### src/rtl/wdog_pkg.sv
`timescale 1ns/1ps
package wdog_pkg;

  typedef struct packed {
    logic [1:0] tsel;
    logic       fast;
    logic       win;
  } wd_cfg_t;

  localparam logic [1:0] TSEL_OFF  = 2'b00;
  localparam logic [7:0] KEY_FIRST = 8'h55;
  localparam logic [7:0] KEY_LAST  = 8'hAA;

  localparam wd_cfg_t CFG_RESET = '{tsel: 2'b11, fast: 1'b0, win: 1'b0};

endpackage

### src/rtl/wdog_cfg.sv
`timescale 1ns/1ps
module wdog_cfg
  import wdog_pkg::*;
(
  input  logic    clk,
  input  logic    rst,
  input  logic    cfg_we,
  input  wd_cfg_t cfg_in,
  output wd_cfg_t cfg_q,
  output logic    cfg_load
);

  logic locked;

  assign cfg_load = cfg_we && !locked;

  always_ff @(posedge clk) begin
    if (rst) begin
      cfg_q  <= CFG_RESET;
      locked <= 1'b0;
    end else if (cfg_load) begin
      cfg_q  <= cfg_in;
      locked <= 1'b1;
    end
  end

  AST_CFG_FROZEN: assert property (@(posedge clk) disable iff (rst)
    locked |=> $stable(cfg_q));

  AST_CFG_LOCKS: assert property (@(posedge clk) disable iff (rst)
    cfg_load |=> locked);

endmodule

### src/rtl/wdog_svc.sv
`timescale 1ns/1ps
module wdog_svc
  import wdog_pkg::*;
#(
  parameter int DATA_W = 8
) (
  input  logic              clk,
  input  logic              rst,
  input  logic              svc_we,
  input  logic [DATA_W-1:0] svc_data,
  input  logic              flush,
  output logic              svc_done
);

  logic armed;
  logic is_first;
  logic is_last;

  assign is_first = (svc_data == DATA_W'(KEY_FIRST));
  assign is_last  = (svc_data == DATA_W'(KEY_LAST));
  assign svc_done = svc_we && is_last && armed && !flush;

  always_ff @(posedge clk) begin
    if (rst || flush) begin
      armed <= 1'b0;
    end else if (svc_we) begin
      armed <= is_first;
    end
  end

  AST_KEY_DROPS: assert property (@(posedge clk) disable iff (rst)
    (svc_we && !is_first) |=> !armed);

  AST_KEY_ARMS: assert property (@(posedge clk) disable iff (rst)
    (svc_we && is_first && !flush) |=> armed);

endmodule

### src/rtl/wdog_counter.sv
`timescale 1ns/1ps
module wdog_counter
  import wdog_pkg::*;
#(
  parameter int SLOW_EXP1 = 5,
  parameter int SLOW_EXP2 = 8,
  parameter int SLOW_EXP3 = 10,
  parameter int FAST_EXP1 = 13,
  parameter int FAST_EXP2 = 16,
  parameter int FAST_EXP3 = 18
) (
  input  logic    clk,
  input  logic    rst,
  input  wd_cfg_t cfg_q,
  input  logic    cfg_load,
  input  logic    slow_tick,
  input  logic    svc_we,
  input  logic    svc_done,
  output logic    early_hit,
  output logic    rst_req
);

  localparam int MAX_EXP = (FAST_EXP3 > SLOW_EXP3) ? FAST_EXP3 : SLOW_EXP3;
  localparam int CNT_W   = MAX_EXP + 1;
  localparam logic [CNT_W-1:0] ONE = CNT_W'(1);

  logic [CNT_W-1:0] cnt;
  logic [CNT_W-1:0] limit;
  logic [CNT_W-1:0] open_at;
  logic             active;
  logic             step;
  logic             win_on;
  logic             tmo;

  always_comb begin
    limit = ONE;
    unique case ({cfg_q.fast, cfg_q.tsel})
      3'b0_01: limit = ONE << SLOW_EXP1;
      3'b0_10: limit = ONE << SLOW_EXP2;
      3'b0_11: limit = ONE << SLOW_EXP3;
      3'b1_01: limit = ONE << FAST_EXP1;
      3'b1_10: limit = ONE << FAST_EXP2;
      3'b1_11: limit = ONE << FAST_EXP3;
      default: limit = ONE;
    endcase
  end

  assign open_at   = limit - (limit >> 2);
  assign active    = (cfg_q.tsel != TSEL_OFF);
  assign step      = active && (cfg_q.fast || slow_tick);
  assign win_on    = active && cfg_q.fast && cfg_q.win;
  assign early_hit = win_on && svc_we && (cnt < open_at);
  assign tmo       = step && (cnt == limit - ONE);

  always_ff @(posedge clk) begin
    if (rst) begin
      cnt     <= '0;
      rst_req <= 1'b0;
    end else begin
      rst_req <= 1'b0;
      if (cfg_load) begin
        cnt <= '0;
      end else if (early_hit) begin
        cnt     <= '0;
        rst_req <= 1'b1;
      end else if (svc_done) begin
        cnt <= '0;
      end else if (tmo) begin
        cnt     <= '0;
        rst_req <= 1'b1;
      end else if (step) begin
        cnt <= cnt + ONE;
      end
    end
  end

  AST_OFF_SILENT: assert property (@(posedge clk) disable iff (rst)
    (cfg_q.tsel == TSEL_OFF) |=> !rst_req);

  AST_SLOW_HOLD: assert property (@(posedge clk) disable iff (rst)
    (active && !cfg_q.fast && !slow_tick && !svc_we && !cfg_load)
      |=> ($stable(cnt) && !rst_req));

  AST_FAST_STEP: assert property (@(posedge clk) disable iff (rst)
    (active && cfg_q.fast && !svc_we && !cfg_load && (cnt != limit - ONE))
      |=> (cnt == $past(cnt) + ONE));

  AST_TMO_PULSE: assert property (@(posedge clk) disable iff (rst)
    (tmo && !svc_we && !cfg_load) |=> (rst_req && cnt == '0));

  AST_EARLY_FIRE: assert property (@(posedge clk) disable iff (rst)
    (early_hit && !cfg_load) |=> (rst_req && cnt == '0));

  AST_SVC_CLEAR: assert property (@(posedge clk) disable iff (rst)
    (svc_done && !early_hit && !cfg_load) |=> (!rst_req && cnt == '0));

endmodule

### src/rtl/wdog_window_top.sv
`timescale 1ns/1ps
module wdog_window_top
  import wdog_pkg::*;
#(
  parameter int SLOW_EXP1 = 5,
  parameter int SLOW_EXP2 = 8,
  parameter int SLOW_EXP3 = 10,
  parameter int FAST_EXP1 = 13,
  parameter int FAST_EXP2 = 16,
  parameter int FAST_EXP3 = 18,
  parameter int DATA_W    = 8
) (
  input  logic              clk,
  input  logic              rst,
  input  logic              slow_tick,
  input  logic              cfg_we,
  input  logic [1:0]        cfg_timeout_sel,
  input  logic              cfg_fast_src,
  input  logic              cfg_window_en,
  input  logic              svc_we,
  input  logic [DATA_W-1:0] svc_data,
  output logic              rst_req
);

  wd_cfg_t cfg_in;
  wd_cfg_t cfg_q;
  logic    cfg_load;
  logic    svc_we_g;
  logic    svc_done;
  logic    early_hit;

  assign cfg_in   = '{tsel: cfg_timeout_sel, fast: cfg_fast_src, win: cfg_window_en};
  assign svc_we_g = svc_we && (cfg_q.tsel != TSEL_OFF) && !cfg_load;

  wdog_cfg u_cfg (
    .clk      (clk),
    .rst      (rst),
    .cfg_we   (cfg_we),
    .cfg_in   (cfg_in),
    .cfg_q    (cfg_q),
    .cfg_load (cfg_load)
  );

  wdog_svc #(.DATA_W(DATA_W)) u_svc (
    .clk      (clk),
    .rst      (rst),
    .svc_we   (svc_we_g),
    .svc_data (svc_data),
    .flush    (early_hit),
    .svc_done (svc_done)
  );

  wdog_counter #(
    .SLOW_EXP1 (SLOW_EXP1),
    .SLOW_EXP2 (SLOW_EXP2),
    .SLOW_EXP3 (SLOW_EXP3),
    .FAST_EXP1 (FAST_EXP1),
    .FAST_EXP2 (FAST_EXP2),
    .FAST_EXP3 (FAST_EXP3)
  ) u_cnt (
    .clk       (clk),
    .rst       (rst),
    .cfg_q     (cfg_q),
    .cfg_load  (cfg_load),
    .slow_tick (slow_tick),
    .svc_we    (svc_we_g),
    .svc_done  (svc_done),
    .early_hit (early_hit),
    .rst_req   (rst_req)
  );

  AST_RESET_IDLE: assert property (@(posedge clk)
    rst |=> !rst_req);

endmodule

### config.mk
export PLATFORM = sky130hd
export DESIGN_NAME = wdog_window_top
export DESIGN_NICKNAME = d
export VERILOG_FILES = /design/src/rtl/wdog_pkg.sv /design/src/rtl/wdog_cfg.sv /design/src/rtl/wdog_svc.sv /design/src/rtl/wdog_counter.sv /design/src/rtl/wdog_window_top.sv
export SDC_FILE = /design/constraint.sdc
export NUM_CORES = 1
export LEC_CHECK = 0
export BUFFER_PORTS_ARGS = -buffer_cell sky130_fd_sc_hd__buf_2
export CAP_MARGIN = 20
export CELL_PAD_IN_SITES_DETAIL_PLACEMENT = 1
export CELL_PAD_IN_SITES_GLOBAL_PLACEMENT = 2
export CORE_ASPECT_RATIO = 0.9
export CORE_MARGIN = 2
export CORE_UTILIZATION = 36
export DETAILED_ROUTE_END_ITERATION = 7
export GPL_TIMING_DRIVEN = 0
export PLACE_DENSITY_LB_ADDON = 0.1
export SYNTH_ARGS = -nofsm -noshare
export SYNTH_HDL_FRONTEND = slang
export SYNTH_SLANG_ARGS = --single-unit
### constraint.sdc
create_clock -name clk -period 3.5 [get_ports clk]
set_clock_uncertainty 0.05 [all_clocks]
set_input_delay 0.525 -clock clk [delete_from_list [all_inputs] [get_ports clk]]
set_output_delay 0.525 -clock clk [all_outputs]
set_load 0.005 [all_outputs]
==> flow_summary.yaml <==
status:
  status: "completed"
final_layout:
  regArea_um2: 520.5
  multi_input_area_um2: 1311
  drive_above_1_share: 0.1640
  diodes: 0
  fin_cells: 317
  nets: 284
  fill_cells: 640
  area_growth_pct: 10.80
cts:
  insertion_delay_ps: 270
  cts_tree: "yes"
  cts_buffers: 3
  cts_resized: 0
  ctsHoldBuffers: 0
  cts-htree-levels: 1
  post_cts_buffers: 0
  cts_max_path_buffers: 2
  path_clk_slew_ps: 90
  cts_sinks: 26
  cts-root-buf: "clkbuf_8"
grt:
  grt_max_degree: 14
  grt_pass1_vias: 1712
  grt_overflow: 0
  grt_antenna_before_repair: 0
  grt_pass1_wl_mm: 8.845
  track_usage: 0.1968
synth:
  synthCells: 230
  seq_area_frac_synth: 0.2675
  yosys.area.top_type_share: 0.2675
  synth_xor_area_frac: 0.08553
  synth_top_family_by_area: "simple AND/OR/NAND/NOR gates"
  synth_area_leaders: "dfxtp_1, ha_1, xnor2_1"
  synthMostInstantiatedCell: "dfxtp_1"
  synth_mux_area_frac: 0.01543
  synth_warnings: 0
  synth_flop_cell: "dfxtp_1"
  yosys-top-cells-count: "dfxtp_1, nand2_1, nor3_1"
  synth_edf_count: 0
  netlist_area_um2: 1946
  async_flop_share: 0
  synth_seq_cells: 26
  synth.avg_cell_area_um2: 8.459
  synthSimpleGateAreaFrac: 0.3370
  synth_fa_ha_area_frac: 0.1016
  ys_types: 53
  syn_nets: 262
  synth-compound-area-share: 0.1325
  yosysTopAreaCell: "dfxtp_1"
power_and_ir_drop:
  ir_drop_v: 0.0001947
  p_total_mw: 0.5859
  p_per_area_nw_per_um2: 271.8
  power.leakage_nw: 0.7905
floorplanning:
  fp-row-count: 25
  floorplan.initialDensity: 0.3725
  die_w_um: 81.49
  io_pins: 18
  core_um2: 5224
  fp.dieH_um: 73.74
  die-area_um2: 6009
setup_path:
  crit_type: "reg -> reg"
  timing.rr.start: "u_cfg.cfg_q[1]"
  cp-start-kind: "register"
  end_kind: "register"
  required_ps: 3670
  critical_path.max_fanout: 10
  r2r_end: "u_cnt.rst_req"
  arrival_ps: 3400
  reg2reg_depth: 10
  r2r_slack_ps: 270
detailed_routing:
  dr.pass1.iters: 4
  drt-wirelength-per-cell_um: 17.15
  wirelength_mm: 5.438
  first_iter_violations: 57
  vias_per_cell: 5.527
  vias: 1752
  ant_nets: 0
  drcViolationCount: 0
timing:
  maxSlewHeadroom: 0.5784
  fin_crit_sh: 0.9225
  rsz0062_at_grt: "false"
  setup-violations-final: 0
  fmax_mhz: 309.7
  hold-worst-slack_ps: 404.2
  final.min_clock_period_ps: 3229
  worstMarginPinSlew_ps: 627.7
  fin_tns_setup_ps: 0
  finalMaxSlewViolations: 0
  hold_viol_final: 0
place:
  placed_cells: 314
  dp_hpwl_mm: 4.023
  gp_congestion: 0.7606
  io_buffers: 17
worst_hold_path:
  hold_path_class: "in -> reg"
  holdPathStages: 2
  whs_endpoint: "u_cfg.cfg_q[3]"
  min-delay-start: "cfg_timeout_sel[1]"
job:
  maxCapViolations: 0
[cells by family after synthesis]
group | after synthesis
adder cells (fa/ha/maj) | 16
flip-flops | 26
XOR/XNOR | 19
AO/OA/AOI/OAI | 32
AND/OR/NAND/NOR | 109
multiplexers | 3
other | 1
buffers and inverters | 24
[registers in the layout, indices dropped and copies added, names as in the netlist]
name / count
u_cfg.cfg_q: 4
u_cnt.rst_req: 1
u_svc.armed: 1
u_cnt.cnt: 19
u_cfg.locked: 1
[worst max-delay path by stage]
| stage | slack, ps | startpoint | cells after the start | end |
|---|---|---|---|---|
| after floorplan | 840 | u_cfg.cfg_q[1] | 10 | u_cnt.cnt[12] |
| after global placement | 230 | u_cfg.cfg_q[1] | 10 | u_cnt.cnt[14] |
| after detailed placement | 220 | u_cfg.cfg_q[1] | 10 | u_cnt.cnt[14] |
| after CTS | 200 | u_cfg.cfg_q[1] | 10 | u_cnt.rst_req |
| after global routing | 80 | u_cfg.cfg_q[1] | 10 | u_cnt.rst_req |
| final | 270 | u_cfg.cfg_q[1] | 10 | u_cnt.rst_req |
[per-layer routing]
| layer | vias up | GRT usage | routed length (µm) |
|---|---|---|---|
| met5 | - | 0 | 0 |
| met4 | 0 | 0.03390 | 29 |
| met1 | 834 | 0.2796 | 2798 |
| met2 | 25 | 0.3133 | 2375 |
| met3 | 2 | 0.03563 | 235 |
| li1 | 891 | - | - |
[power breakdown]
group          leakage [nW]  switching [mW]  internal (mW)  total (mW)
Combinational         0.558          0.0570         0.0460       0.103
Clock                0.0216          0.0977         0.0774       0.175
Sequential            0.211         0.00644          0.301       0.308
[cell usage in the layout, fill, tap and decap left out, drive strengths merged, types with 5 or more instances in the layout]
cell    instances
nor4b          10
nand3          11
buf            27
xnor2          13
xor2            6
o21ai           5
dfxtp          26
clkbuf         10
nor2           16
nor4            6
inv             7
nor3           19
nand3b          5
ha             15
nand2          20
[worst max-delay path: stages, from the launching register on]
cell and delay (ps):
dfxtp_1 400, buf_2 220, buf_2 210, or3b_2 510
ha_1 300, and4b_1 170, a221oi_1 380, nand2_1 140
a221oi_2 300, buf_2 320, a22o_1 180
[per-stage QoR]
| stage | utilization | instance area [µm²] | worst slack, ps |
|---|---|---|---|
| after floorplan | - | 1946 | 838.7 |
| after global placement | 0.4048 | 2115 | 226.7 |
| after detailed placement | 0.4048 | 2115 | 220.3 |
| after CTS | 0.4127 | 2156 | 197.3 |
| after global routing | 0.4127 | 2156 | 75.26 |
| final | 0.4127 | 2156 | 271.1 |
[final cells by class]
type | instances | area share
multi-input cells | 180 | 0.6082
flip-flops and latches | 26 | 0.2414
plain buffers | 17 | 0.04063
repair buffers | 17 | 0.03947
well taps | 67 | 0.03889
clock buffers | 3 | 0.01915
inverters | 7 | 0.01219
Power figures use the tool's default switching activity.
